`config.mk`:
```
export PLATFORM = sky130hd
export DESIGN_NAME = mmp_divider
export DESIGN_NICKNAME = d
export VERILOG_FILES = /design/src/rtl/mmp_pkg.sv /design/src/rtl/mmp_dual_core.sv /design/src/rtl/mmp_chain.sv /design/src/rtl/mmp_mode_ctl.sv /design/src/rtl/mmp_divider.sv
export SDC_FILE = /design/constraint.sdc
export NUM_CORES = 1
export LEC_CHECK = 0
export BUFFER_PORTS_ARGS = -buffer_cell sky130_fd_sc_hd__buf_4
export CORE_AREA = 10 10 47 49
export DETAILED_ROUTE_END_ITERATION = 7
export DIE_AREA = 0 0 57 59
export HOLD_SLACK_MARGIN = 0.02
export SLEW_MARGIN = 30
export SYNTH_ARGS = -nofsm -noshare
export SYNTH_HDL_FRONTEND = slang
export SYNTH_HIERARCHICAL = 1
export SYNTH_SLANG_ARGS = --single-unit
```
`constraint.sdc`:
```
create_clock -name clk_in -period 1.83 [get_ports clk_in]
set_input_delay 0.0915 -clock clk_in [delete_from_list [all_inputs] [get_ports clk_in]]
set_output_delay 0.0915 -clock clk_in [all_outputs]
set_load 0.02 [all_outputs]
```
`src/rtl/mmp_pkg.sv`:
```
// Shared definitions for the band-selectable multimodulus prescaler.
// Assumes a single input clock domain; nothing here holds state.
package mmp_pkg;

    // Phase of the dual-ratio core: first, second and optional third input clock.
    typedef enum logic [1:0] {
        PH_FIRST  = 2'd0,
        PH_SECOND = 2'd1,
        PH_THIRD  = 2'd2
    } core_ph_t;

    // Number of input clocks in one core cycle for each mode level.
    localparam int unsigned SHORT_CYCLE = 2;
    localparam int unsigned LONG_CYCLE  = 3;

endpackage

```
`src/rtl/mmp_dual_core.sv`:
```
// Dual-ratio core: ends each core cycle after two input clocks when the mode
// input is high, or three when it is low.
// Assumes the mode input stays stable for a whole core cycle; it may change
// only on the edge that ends a cycle.
module mmp_dual_core
    import mmp_pkg::*;
(
    input  logic       clk,
    input  logic       rst_n,
    input  logic       mode_short,
    output logic       cycle_end,
    output logic [1:0] phase
);

    core_ph_t ph_q;

    // End the cycle on the second clock when short, otherwise on the third.
    always_comb begin
        cycle_end = ((ph_q == PH_SECOND) && mode_short) || (ph_q == PH_THIRD);
    end

    // Advance the phase and restart it when a core cycle ends.
    always_ff @(posedge clk) begin
        if (!rst_n) begin
            ph_q <= PH_FIRST;
        end else if (cycle_end) begin
            ph_q <= PH_FIRST;
        end else if (ph_q == PH_FIRST) begin
            ph_q <= PH_SECOND;
        end else begin
            ph_q <= PH_THIRD;
        end
    end

    assign phase = ph_q;

endmodule

```
`src/rtl/mmp_chain.sv`:
```
// Binary chain of toggle stages that counts core cycles. Each stage toggles
// when all lower stages are one and a step arrives.
// Assumes step is a single-cycle pulse per core cycle.
module mmp_chain #(
    parameter int unsigned BITS = 4
) (
    input  logic            clk,
    input  logic            rst_n,
    input  logic            step,
    output logic [BITS-1:0] count,
    output logic            at_last
);

    logic [BITS:0]   carry;
    logic [BITS-1:0] count_nxt;

    assign carry[0] = step;

    // One toggle stage per bit, each enabled by the carry from below.
    for (genvar i = 0; i < BITS; i++) begin : g_stage
        assign carry[i+1]   = carry[i] & count[i];
        assign count_nxt[i] = count[i] ^ carry[i];
    end

    // Register the whole chain in one place.
    always_ff @(posedge clk) begin
        if (!rst_n) begin
            count <= '0;
        end else begin
            count <= count_nxt;
        end
    end

    // Flag the final core cycle of an output period.
    assign at_last = &count;

endmodule

```
`src/rtl/mmp_mode_ctl.sv`:
```
// Mode steering: captures band and ratio choice at period end, forms the
// swallow NAND on the final core cycle and optionally inverts it.
// Assumes period_end is high for exactly one input clock per output period.
module mmp_mode_ctl (
    input  logic clk,
    input  logic rst_n,
    input  logic band_in,
    input  logic small_in,
    input  logic period_end,
    input  logic at_last,
    output logic mode_short,
    output logic band_q,
    output logic small_q
);

    logic swallow;
    logic nand_o;

    // Capture the controls only where one output period hands over to the next.
    always_ff @(posedge clk) begin
        if (!rst_n) begin
            band_q  <= 1'b0;
            small_q <= 1'b0;
        end else if (period_end) begin
            band_q  <= band_in;
            small_q <= small_in;
        end
    end

    // Request one odd core cycle; the sense depends on the band so that a low
    // ratio input always picks the larger ratio.
    always_comb begin
        swallow = band_q ? small_q : ~small_q;
        nand_o  = ~(swallow & at_last);
    end

    // Upper band passes the inverted NAND output, lower band the direct one.
    always_comb begin
        mode_short = band_q ? ~nand_o : nand_o;
    end

endmodule

```
`src/rtl/mmp_divider.sv`:
```
// Top of the band-selectable multimodulus prescaler (32/33/47/48).
// Assumes clk_in is the only clock; band_hi and ratio_small are synchronous
// to it and are captured once per output period.
module mmp_divider #(
    parameter int unsigned CHAIN_BITS = 4
) (
    input  logic clk_in,
    input  logic rst_n,
    input  logic band_hi,
    input  logic ratio_small,
    output logic clk_div
);

    localparam int unsigned MSB = CHAIN_BITS - 1;

    logic                  mode_short;
    logic                  core_end;
    logic [1:0]            core_ph;
    logic [CHAIN_BITS-1:0] chain_cnt;
    logic                  chain_last;
    logic                  period_end;
    logic                  band_q;
    logic                  small_q;

    mmp_dual_core u_core (
        .clk        (clk_in),
        .rst_n      (rst_n),
        .mode_short (mode_short),
        .cycle_end  (core_end),
        .phase      (core_ph)
    );

    mmp_chain #(.BITS(CHAIN_BITS)) u_chain (
        .clk     (clk_in),
        .rst_n   (rst_n),
        .step    (core_end),
        .count   (chain_cnt),
        .at_last (chain_last)
    );

    // A period closes when the final core cycle of the chain ends.
    assign period_end = core_end & chain_last;

    mmp_mode_ctl u_ctl (
        .clk        (clk_in),
        .rst_n      (rst_n),
        .band_in    (band_hi),
        .small_in   (ratio_small),
        .period_end (period_end),
        .at_last    (chain_last),
        .mode_short (mode_short),
        .band_q     (band_q),
        .small_q    (small_q)
    );

    assign clk_div = chain_cnt[MSB];

endmodule

```
==> results.py <==
metrics = {
    "placement": {
        "place_congestion": 0.639,
        "placedCellCount": 52,
        "portBuffers": 4,
        "placed_area_um2": 397,
        "dpl_worst_slack_ns": 0.0178,
        "hpwl_um": 427,
    },
    "routing": {
        "dr_total_vias": 224,
        "drtIter0Drc": 0,
        "post_drt_via_cell_ratio": 4.07,
        "ant_nets": 0,
        "drt-total-wl_um": 579,
        "first_pass_iters": 1,
        "routedWlPerCell_um": 10.5,
        "drc": 0,
    },
    "global_route": {
        "gr-total-overflow": 0,
        "first_global_vias": 226,
        "grt_first_pass_wirelength_um": 931,
        "grt_max_degree": 9,
        "grt_usage_pct": 3.94,
        "antenna_found_initial": 0,
    },
    "sta": {
        "setup_viol": 0,
        "fin_ws_ns": 0.0392,
        "relSlewSlack_pct": 86.5,
        "period_needed_ns": 1.79,
        "worst_pin_slew_ns": 0.197,
        "fmax_mhz": 558,
        "hold_viol": 0,
        "drv_slew": 0,
        "period_share_pct": 97.9,
        "skew_ns": 0.00248,
    },
    "layout": {
        "final_cell_mix": "7 x dfxtp_1, 6 x buf_4, 5 x and2_1",
        "antennaDiodeCount": 0,
        "fin_area_um2": 424,
        "instances_no_fill": 55,
        "final-seq-area_um2": 161,
        "areaGrowthSynthToFinish_pct": 28.4,
        "fin_nets": 48,
        "layout-drive-gt1-share_pct": 33.3,
        "num-fill-cells": 157,
        "final_common_cell": "dfxtp_1",
        "multi_input_area_um2": 168,
    },
    "synthesis": {
        "netlist_instances": 30,
        "synth_cell_types": 13,
        "ys_top_cells_by_area": "dfxtp_1 48%, ha_1 11%, and2_1 9.5%, mux2i_1 9.1%, nor2b_1 3.8%",
        "synth_top_area_cell": "dfxtp_1",
        "synthesis.area_um2": 330,
        "syn_avg_cell_area_um2": 11.0,
        "synth.yosys.warnings": 6,
        "ys_ff_latch": 8,
        "synth_top_area_share_pct": 48.5,
        "yosysSeqAreaShare_pct": 48.5,
        "synth.net_count": 37,
    },
    "setup_path": {
        "r2r_start": "u_chain/count[0]",
        "slowest_delay_ns": 0.33,
        "worst-setup-path-type": "reg -> reg",
        "crit_top_cell": "ha_1",
        "crit_chain": "and4_4 -> mux2i_1 -> nand3b_1 -> o21ai_2 -> ha_1 -> ha_1 -> ha_1 -> xor2_1 -> and2_1",
        "crit_slowest_cell": "dfxtp_1",
        "start_kind": "register",
        "crit_start": "u_chain/count[0]",
        "cp.required_ns": 2.02,
        "end_kind": "register",
        "crit_fanout": 2,
        "critPathArrivalTime_ns": 1.98,
    },
    "floorplanning": {
        "die_height_um": 59,
        "start_util_pct": 23.6,
        "die_area_um2": 3360,
        "core_area_um2": 1400,
        "io_pins": 5,
        "die_w_um": 57,
        "row_count": 14,
    },
    "cts": {
        "cts_buffers": 3,
        "cts_tree": "done",
        "clock-sinks": 8,
        "clk_latency_ns": 0.25,
        "cts_resized": 0,
        "postCtsSetupBuffers": 0,
        "clock_path_buffers": 2,
        "clkSlewWorstSetupHoldPaths_ns": 0.05,
        "cts_root_buf": "clkbuf_4",
        "htree_levels": 1,
        "holdBufCountCts": 0,
    },
    "worst_hold_path": {
        "hold_path_class": "in -> reg",
        "min_from": "rst_n",
    },
    "pwr": {
        "power_leakage_uw": 0.000184,
        "p_per_area_nw_per_um2": 792,
        "max-vdd-ir-drop_mv": 0.252,
    },
    "job": {
        "maxCapViolCount": 0,
    },
    "status": {
        "status": "finished, final reports clean",
    },
}
==> logic make-up after synthesis <==
group / Yosys count / share of synthesized area (%)
and+or+nand+nor: 11 / 22.0
AOI/OAI and AO/OA: 2 / 4.17
adders and majority gates: 3 / 11.4
xor gates and xnor gates: 1 / 2.65
muxes: 3 / 9.09
DFF: 8 / 48.5
buffers and inverters: 2 / 2.27
==> Yosys cell counts, drive strengths merged <==
cell	count
dfxtp	8
and2	5
ha	3
mux2i	3
inv	2
nor2b	2
a21oi	1
and4	1
nand2	1
nand3b	1
nor3b	1
o21ai	1
xor2	1
==> worst paths after layout <==
kind / end / slack [ns] / cells after the start
max: u_chain/count[3] / 0.04 / 9
min: u_chain/count[2] / 0.1 / 2
max reg2reg: u_chain/count[3] / 0.04 / 9
min reg2reg: u_core/phase[0] / 0.45 / 1
==> sequential cells by signal (all words and copies together), names as in the netlist <==
register and count:
u_chain/count 4, u_core/phase 2, u_ctl/small_q 1, u_ctl/band_q 1
==> power breakdown <==
part           internal (µW)  switching (µW)  total [µW]  leakage (µW)
clock network           75.1            59.8         135     0.0000138
registers                180            3.95         184     0.0000656
logic                   10.3            6.88        17.2      0.000104
total                    265            70.6         336      0.000184
==> layout make-up <==
cell class | instances | area share (%)
well taps | 16 | 4.72
inverters | 2 | 1.77
flip-flops and latches | 8 | 38.1
multi-input cells | 20 | 39.5
repair buffers | 6 | 10.6
clock buffers | 3 | 5.31
==> per-layer routing <==
metal / global-route usage [%] / vias to the layer above / part of all wire (%)
met1: 3.82 / 99 / 45
met3: 1.50 / 2 / 4.7
met5: 0 / - / 0
li1: - / 119 / -
met2: 4.34 / 4 / 45
met4: 8.05 / 0 / 4.8
==> critical path: cells and delay by family, from the launching register on <==
family / cells / cell delay (ns)
and+or+nand+nor: 3 / 0.49
AOI/OAI and AO/OA: 1 / 0.09
adders and majority gates: 3 / 0.45
DFF: 1 / 0.33
xor gates and xnor gates: 1 / 0.13
muxes: 1 / 0.24
==> through the flow <==
stage	utilization [%]	power (µW)	hold WS, ns	setup TNS (ns)
after global placement	28.3	203	0.351	0
after detailed placement	28.3	204	0.357	0
after floorplan	-	195	0.213	0
after CTS	29.9	341	0.0982	0
after global routing	30.3	353	0.112	-0.0557
final	30.3	336	0.0997	0
No activity file was read; power rests on OpenSTA's default activity.
